[src/rtl/dll_ctl_pkg.sv]
package dll_ctl_pkg;
  typedef enum logic [2:0] {
    ST_IDLE   = 3'd0,
    ST_LOAD   = 3'd1,
    ST_DLLON  = 3'd2,
    ST_WAIT   = 3'd3,
    ST_FORCE  = 3'd4,
    ST_FROZEN = 3'd5,
    ST_LOCKED = 3'd6,
    ST_FAIL   = 3'd7
  } dll_state_t;
endpackage

[src/rtl/dll_seq_fsm.sv]
module dll_seq_fsm
  import dll_ctl_pkg::*;
(
  input  logic       clk,
  input  logic       rst_n,
  input  logic       start_i,
  input  logic       freeze_q_i,
  input  logic       lock_ok_i,
  input  logic       expired_i,
  output dll_state_t state_o,
  output logic       accept_o
);
  dll_state_t state_q, state_d;

  always_comb begin
    accept_o = start_i && (state_q == ST_IDLE || state_q == ST_LOCKED ||
                           state_q == ST_FROZEN || state_q == ST_FAIL);
    state_d = state_q;
    case (state_q)
      ST_LOAD:  state_d = ST_DLLON;
      ST_DLLON: state_d = ST_WAIT;
      ST_WAIT: begin
        if (lock_ok_i)      state_d = freeze_q_i ? ST_FORCE : ST_LOCKED;
        else if (expired_i) state_d = ST_FAIL;
      end
      ST_FORCE: state_d = ST_FROZEN;
      default:  if (accept_o) state_d = ST_LOAD;
    endcase
  end

  always_ff @(posedge clk or negedge rst_n) begin
    if (!rst_n) state_q <= ST_IDLE;
    else        state_q <= state_d;
  end

  assign state_o = state_q;
endmodule

[src/rtl/dll_lock_timer.sv]
module dll_lock_timer #(
  parameter int TIMEOUT = 64,
  localparam int CNT_W = (TIMEOUT > 2) ? $clog2(TIMEOUT) : 1
) (
  input  logic clk,
  input  logic rst_n,
  input  logic count_en_i,
  output logic expired_o
);
  logic [CNT_W-1:0] cnt_q, cnt_d;

  always_comb begin
    if (count_en_i) cnt_d = cnt_q + 1'b1;
    else            cnt_d = '0;
  end

  always_ff @(posedge clk or negedge rst_n) begin
    if (!rst_n) cnt_q <= '0;
    else        cnt_q <= cnt_d;
  end

  assign expired_o = count_en_i && (cnt_q == CNT_W'(TIMEOUT - 1));
endmodule

[src/rtl/dll_cfg_hold.sv]
module dll_cfg_hold #(
  parameter int START_W  = 8,
  parameter int INC_W    = 8,
  parameter int SHIFT_W  = 3,
  parameter int OFFSET_W = 7,
  parameter int FORCE_W  = 8
) (
  input  logic                clk,
  input  logic                rst_n,
  input  logic                take_i,
  input  logic                freeze_i,
  input  logic [START_W-1:0]  start_pt_i,
  input  logic [INC_W-1:0]    inc_i,
  input  logic [SHIFT_W-1:0]  shift_i,
  input  logic [OFFSET_W-1:0] offset_i,
  input  logic                grab_i,
  input  logic [FORCE_W-1:0]  force_src_i,
  output logic                freeze_q_o,
  output logic [START_W-1:0]  start_pt_o,
  output logic [INC_W-1:0]    inc_o,
  output logic [SHIFT_W-1:0]  shift_o,
  output logic [OFFSET_W-1:0] offset_o,
  output logic [FORCE_W-1:0]  force_o
);
  logic [FORCE_W-1:0] force_d;

  always_comb begin
    force_d = force_o;
    if (take_i)      force_d = '0;
    else if (grab_i) force_d = force_src_i;
  end

  always_ff @(posedge clk or negedge rst_n) begin
    if (!rst_n) begin
      freeze_q_o <= 1'b0;
      start_pt_o <= '0;
      inc_o      <= '0;
      shift_o    <= '0;
      offset_o   <= '0;
    end else if (take_i) begin
      freeze_q_o <= freeze_i;
      start_pt_o <= start_pt_i;
      inc_o      <= inc_i;
      shift_o    <= shift_i;
      offset_o   <= offset_i;
    end
  end

  always_ff @(posedge clk or negedge rst_n) begin
    if (!rst_n) force_o <= '0;
    else        force_o <= force_d;
  end
endmodule

[src/rtl/dll_lock_ctrl.sv]
module dll_lock_ctrl
  import dll_ctl_pkg::*;
#(
  parameter int START_W   = 8,
  parameter int INC_W     = 8,
  parameter int SHIFT_W   = 3,
  parameter int OFFSET_W  = 7,
  parameter int LOCK_BITS = 3,
  parameter int CODE_W    = 10,
  parameter int FORCE_W   = 8,
  parameter int TIMEOUT   = 64
) (
  input  logic                 clk,
  input  logic                 rst_n,
  input  logic                 start_i,
  input  logic                 freeze_i,
  input  logic [START_W-1:0]   cfg_start_pt_i,
  input  logic [INC_W-1:0]     cfg_inc_i,
  input  logic [SHIFT_W-1:0]   cfg_shift_i,
  input  logic [OFFSET_W-1:0]  cfg_offset_i,
  input  logic [LOCK_BITS-1:0] lock_flags_i,
  input  logic [CODE_W-1:0]    lock_code_i,
  output logic [START_W-1:0]   start_pt_o,
  output logic [INC_W-1:0]     inc_o,
  output logic [SHIFT_W-1:0]   shift_o,
  output logic [OFFSET_W-1:0]  offset_o,
  output logic                 dll_en_o,
  output logic                 dll_run_o,
  output logic [FORCE_W-1:0]   force_o,
  output logic                 ready_o,
  output logic                 err_o
);
  dll_state_t state;
  logic accept, freeze_q, lock_ok, expired, in_wait, grab;

  // Lock requires every status bit high in the same cycle.
  assign lock_ok = &lock_flags_i;
  assign in_wait = (state == ST_WAIT);
  assign grab    = in_wait && lock_ok && freeze_q;

  dll_seq_fsm u_fsm (
    .clk(clk), .rst_n(rst_n), .start_i(start_i), .freeze_q_i(freeze_q),
    .lock_ok_i(lock_ok), .expired_i(expired), .state_o(state), .accept_o(accept)
  );

  dll_lock_timer #(.TIMEOUT(TIMEOUT)) u_timer (
    .clk(clk), .rst_n(rst_n), .count_en_i(in_wait), .expired_o(expired)
  );

  dll_cfg_hold #(
    .START_W(START_W), .INC_W(INC_W), .SHIFT_W(SHIFT_W),
    .OFFSET_W(OFFSET_W), .FORCE_W(FORCE_W)
  ) u_hold (
    .clk(clk), .rst_n(rst_n), .take_i(accept), .freeze_i(freeze_i),
    .start_pt_i(cfg_start_pt_i), .inc_i(cfg_inc_i), .shift_i(cfg_shift_i),
    .offset_i(cfg_offset_i), .grab_i(grab),
    .force_src_i(lock_code_i[CODE_W-1 -: FORCE_W]),
    .freeze_q_o(freeze_q), .start_pt_o(start_pt_o), .inc_o(inc_o),
    .shift_o(shift_o), .offset_o(offset_o), .force_o(force_o)
  );

  always_comb begin
    dll_en_o  = (state == ST_DLLON) || (state == ST_WAIT) ||
                (state == ST_FORCE) || (state == ST_LOCKED);
    dll_run_o = (state == ST_WAIT) || (state == ST_FORCE) ||
                (state == ST_FROZEN) || (state == ST_LOCKED);
    ready_o   = (state == ST_LOCKED) || (state == ST_FROZEN);
    err_o     = (state == ST_FAIL);
  end
endmodule

[config.mk]
export PLATFORM = sky130hd
export DESIGN_NAME = dll_lock_ctrl
export DESIGN_NICKNAME = d
export VERILOG_FILES = /design/src/rtl/dll_ctl_pkg.sv /design/src/rtl/dll_seq_fsm.sv /design/src/rtl/dll_lock_timer.sv /design/src/rtl/dll_cfg_hold.sv /design/src/rtl/dll_lock_ctrl.sv
export SDC_FILE = /design/constraint.sdc
export NUM_CORES = 1
export LEC_CHECK = 0
export CAP_MARGIN = 20
export CORE_MARGIN = 2
export CORE_UTILIZATION = 32
export CTS_CLUSTER_DIAMETER = 30
export DETAILED_ROUTE_END_ITERATION = 6
export GPL_ROUTABILITY_DRIVEN = 0
export GPL_TIMING_DRIVEN = 1
export HOLD_SLACK_MARGIN = 0.15
export PLACE_DENSITY = 0.61
export SKIP_LAST_GASP = 1
export SLEW_MARGIN = 20
export SYNTH_ARGS = -nofsm -noshare
export SYNTH_HDL_FRONTEND = slang
export SYNTH_SLANG_ARGS = --single-unit
[constraint.sdc]
create_clock -name clk -period 1.92 [get_ports clk]
set_input_delay 0.384 -clock clk [delete_from_list [all_inputs] [get_ports clk]]
set_output_delay 0.384 -clock clk [all_outputs]
set_load 0.01 [all_outputs]
# Word-level counts from Yosys, hierarchy flattened

Cells that the tools add are included.
W data, S select, Z words.

Memory bits (writable): 0
ROM bits: 0
Memories: 0
Flip-flop bits (word level): 44
Latch bits: 0
Input port bits: 43

Equality and inequality tests: 9
Bitwise gates (word level): 0
Mux-type cells: 8
$add $sub $neg: 1
Multiply operators: 0
Shift-type cells: 0
Divide/modulo/power cells: 0
Reduce and logical (&&, ||, !) cells: 19
Magnitude comparators: 0

Operators by type and width:

| kind                  | number |
|---|---|
| $mux W8               | 2 |
| $eq A3 B3 Y1 const B  | 4 |
| $pmux W3 S4           | 1 |
| $logic_or A1 B1 Y1    | 10 |
| $mux W3               | 3 |
| $add A6 B1 Y6 const B | 1 |
| $eq A3 B2 Y1 const B  | 2 |
| $eq A6 B6 Y1 const B  | 1 |
| $mux W6               | 1 |
| $reduce_bool A5 Y1    | 1 |
| $logic_and A1 B1 Y1   | 4 |
| $eq A3 B1 Y1 const B  | 1 |
| $logic_not A3 Y1      | 1 |
| $ne A3 B3 Y1 const B  | 1 |
| $reduce_and A3 Y1     | 1 |
| $mux W2               | 1 |
| $reduce_and A2 Y1     | 1 |
| $reduce_bool A2 Y1    | 1 |

# Logic depth before layout (Yosys ltp)

Depth after elaboration: 7
Gate-level depth with buffers: 5

# Hierarchy

Synthesis repeated with hierarchy kept, for this count alone.

Cells, all modules: 137
Area, all modules: 1955.6 µm²

Modules (own cells, without submodules):

| module         | instances | sequential area each (µm²) | cells each | area an instance (µm²) |
|---|---|---|---|---|
| dll_cfg_hold   | 1         | 875.8                      | 83         | 1440.1 |
| dll_lock_timer | 1         | 150.1                      | 24         | 270.3 |
| dll_seq_fsm    | 1         | 75.1                       | 20         | 173.9 |
| dll_lock_ctrl  | 1         | 0.0                        | 10         | 71.3 |

# Least setup slack after synthesis

No wires, ideal clock.

Kind: register -> register
Start point: register u_fsm.state_q[1], in the netlist u_fsm.state_o[1]
End point: register u_hold.freeze_q_o
Cell stages (with the launch flop): 6
Data required time: 1793 ps
Setup slack: 265 ps
Arrival time: 1528 ps
Path buffers: 2
Cells stage by stage: dfrtp_1 -> or3_1 -> a21boi_1 -> buf_4 -> buf_8 -> mux2_1

Word-level cells in the longest chain between the ends: 5

RTL lines:

| item                                             | RTL line           | text |
|---|---|---|
| start, declared                                  | dll_seq_fsm.sv:13  | `dll_state_t state_q, state_d;` |
| start signal, assigned                           | dll_seq_fsm.sv:33  | `else state_q <= state_d;` |
| $eq A3 B3 Y1 or $logic_not A3 Y1 (tied branches) | dll_seq_fsm.sv:16  | `accept_o = start_i && (state_q == ST_IDLE \|\| state_q == ST_LOCKED \|\|` |
| $logic_or A1 B1 Y1 (2 in series)                 | dll_seq_fsm.sv:16  |  |
| $logic_or A1 B1 Y1 (*)                           | dll_seq_fsm.sv:17  | `state_q == ST_FROZEN \|\| state_q == ST_FAIL);` |
| $logic_and A1 B1 Y1 (*)                          | dll_seq_fsm.sv:16  |  |
| end signal, assigned                             | dll_cfg_hold.sv:41 | `freeze_q_o <= freeze_i;` |
| end, declared                                    | dll_cfg_hold.sv:18 | `output logic freeze_q_o,` |

Every way passes the cells marked *; elsewhere a longest branch is shown, timed or not.
A chain may end at the register's enable or synchronous reset.

# Worst setup path in the final report

Start point: register u_fsm.state_q[2], in the netlist u_fsm.state_o[2]
End point: output err_o

Word-level cells in the longest chain between the ends: 1

RTL lines:

| item          | RTL line            | text |
|---|---|---|
| $eq A3 B3 Y1  | dll_lock_ctrl.sv:68 | `err_o = (state == ST_FAIL);` |
| end, declared | dll_lock_ctrl.sv:31 | `output logic err_o` |

No other way between the ends.

==> metrics <==
Synth warnings=0; CTS tree=yes; path type of the worst setup path=reg2out; global-route met2 utilization=23.9%; io pins=81; Sw Ratio=31.6%; syn_nets=175; layout cells sized above 1=9.91%; GR Util met3=5.11%; Initial Utilization=32.8%; post-layout min period=1.89 ns; Fmax=529 MHz; Synth cell types=26; Clock power frac=17.5%; Post-Syn Area=1790 sq um; Final Cell Area=2840 sq um; syn_area_per_cell=13.7 sq um; HP Start=u_timer.cnt_q[0]; Pwr Density=1450 nW/um^2; ANT nets after route=0; ys flop type=dfrtp_1; Most Used Layer, Global Route=met2; worst reg2reg path depth=5; static leakage=1.21 nW; Peak VDD IR=0.528 mV; area grow syn2layout=58.3%; Cell Chain, Critical Path=buf_4, and3_1, clkdlybuf4s50_1; Post-Synthesis Cells=131; Via-to-Cell Ratio=4.61; Pre-antenna DRT Iters=4; hold depth=1; initial antenna violation count=0; register area share after synthesis=61.4%; setup_tns=0 ns; # fillers=502; total track usage=14.1%; drc violations=0; outcome=completed; CP Max Fanout=5; root buf cell=clkbuf_8; wire per inst=13.8 um; die height=78.9 um; hold crit path type=reg2reg; Core Util, Final=51.9%; Gate power share=46.5%; commonest cells in the netlist=dfrtp_1, mux2_1, nor2_1; Final Hold Viols=0; DR iter-0 viols=26; Synth area leader=dfrtp_1; post-synth top area share=61.4%; CP required=1.54 ns; slowest CP cell=clkdlybuf4s50_1; Skew-Pair Late Insertion Delay=0.30 ns; Synth Register Bits=44; Worst setup EP type=output port; RSZ-0062 raised after global routing=yes; vias in the first global route=1434; Psw=1.31 mW; slowest stage delay, CP=0.47 ns; Worst slew margin=67.1%; diodes inserted=0; Buffers on Ports=78; crit start category=flop; num rows=27; CTS Sinks=44; Routed Wire Length=4070 um; Num CTS Buffers=5; CTS Buffer Depth=2; synth top area cells=dfrtp_1, mux2_1, a22o_1; asr flop ratio synth=100%; first-pass GRT wire length=6830 um; Reg clk slew, reported paths=0.08 ns; total gr overflow=0; Critical Path AT=1.51 ns; Via Count=1356; # H-tree levels=2; Reg2Reg Setup Slack=0.11 ns; Reg power frac=36.0%; largest net degree at the start of global routing=24; Die Width=78.9 um; FF-to-FF End=u_hold.shift_o[2]; final setup fails=0; non-filler instance count after layout=294; M1 GR Usage=17.4%; Internal=2.82 mW; cell with the most instances after synthesis=dfrtp_1; Worst-Margin Slew=0.492 ns; EDFF count, synth=0; Final nets=265; Die Area=6220 sq um; core area=5470 sq um; Slew Limit Fails=0; Worst Skew=0.00821 ns; HPWL Detailed=3120 um; RR Startpoint=u_fsm.state_o[2]; DP Area=2700 sq um; Hold Path Sink=u_timer.cnt_q[0]; Inst Count DP=284; crit share post-route=98.5%; Max-cap violations=0
-- power by group through the flow --
stage / clock [mW] / sequential, mW / combinational [mW]
2_1_floorplan: 0 / 1.64 / 0.740
3_3_place_gp: 0 / 1.49 / 1.89
3_5_place_dp: 0 / 1.51 / 1.94
4_1_cts: 0.749 / 1.49 / 1.94
5_1_grt: 0.791 / 1.54 / 2.09
6_report: 0.721 / 1.49 / 1.92
-- final cells by class --
type / instances / area (sq um) / share of cell area (%)
Clock buffer: 5 / 68.8 / 2.42
Inverter: 1 / 3.75 / 0.132
Sequential cell: 44 / 1100 / 38.8
Multi-Input combinational cell: 80 / 648 / 22.8
Timing Repair Buffer: 89 / 881 / 31.0
Tap cell: 72 / 90.1 / 3.17
Clock inverter: 3 / 46.3 / 1.63
-- critical path: cells and delay by family (launching register included) --
| family | cells | cell delay [ns] |
|---|---|---|
| buffers and inverters | 2 | 0.62 |
| flip-flops | 1 | 0.43 |
| AND/OR/NAND/NOR | 1 | 0.17 |
-- cell families (layout without fill, tap and decap cells) --
kind of cell / count (synthesis) / count (layout) / share of synthesized area (%)
mux: 27 / 27 / 16.9
fa+ha+maj: 1 / 1 / 0.697
xor+xnor: 6 / 6 / 2.93
flops: 44 / 44 / 61.4
simple gates: 27 / 27 / 7.32
compound gates: 19 / 19 / 7.60
buf+inv: 7 / 98 / 3.14
-- routing by layer --
metal  vias up  part of all wire [%]
li1        647                     -
met1       652                    44
met2        55                    48
met3         2                   7.3
met4         0                  0.42
met5         -                     0
-- through the flow --
stage / setup slack [ns] / total power [mW] / hold slack (ns)
final: 0.0290 / 4.13 / 0.484
after global routing: -0.0186 / 4.42 / 0.514
after CTS: 0.00784 / 4.18 / 0.487
after detailed placement: -0.0108 / 3.45 / 0.365
after global placement: 0.0502 / 3.38 / 0.356
after floorplan: 0.265 / 2.38 / 0.0884
-- cells in the final DEF (no fill, tap or decap), types with 3 or more instances in the layout --
cell / n
a22o_1: 8
nor2_1: 10
clkbuf_8: 5
dfrtp_1: 43
mux2_1: 27
o21ai_0: 3
xor2_1: 5
buf_6: 3
nand2_1: 4
and3_1: 3
buf_4: 6
nand3_1: 5
a21oi_1: 3
clkdlybuf4s50_1: 74
dlygate4sd2_1: 3
-- registers in the layout, indices dropped and copies added, names as in the netlist --
| signal | count |
|---|---|
| u_hold.offset_o | 7 |
| u_timer.cnt_q | 6 |
| u_hold.start_pt_o | 8 |
| u_hold.shift_o | 3 |
| u_hold.force_o | 8 |
| u_fsm.state_o | 3 |
| u_hold.inc_o | 8 |
| u_hold.freeze_q_o | 1 |
-- what timing repair did --
item / in CTS / in global routing
setup endpoints to repair: 4 / 8
buffers inserted: 1 / 0
hold buffers: 1 / 0
gates resized for setup: 5 / 2
hold endpoints to repair: 21 / 0
-- worst max path at each step --
stage,startpoint,endpoint,slack (ns),cells past startpoint
2_1_floorplan,u_fsm.state_o[1],u_hold.freeze_q_o,0.27,5
3_3_place_gp,start_i,u_hold.force_o[6],0.05,5
3_5_place_dp,start_i,u_hold.force_o[0],-0.01,5
4_1_cts,u_fsm.state_o[0],err_o,0.008,3
5_1_grt,u_fsm.state_o[1],err_o,-0.02,3
6_report,u_fsm.state_o[2],err_o,0.03,3
(Power assumes the default switching activity.)
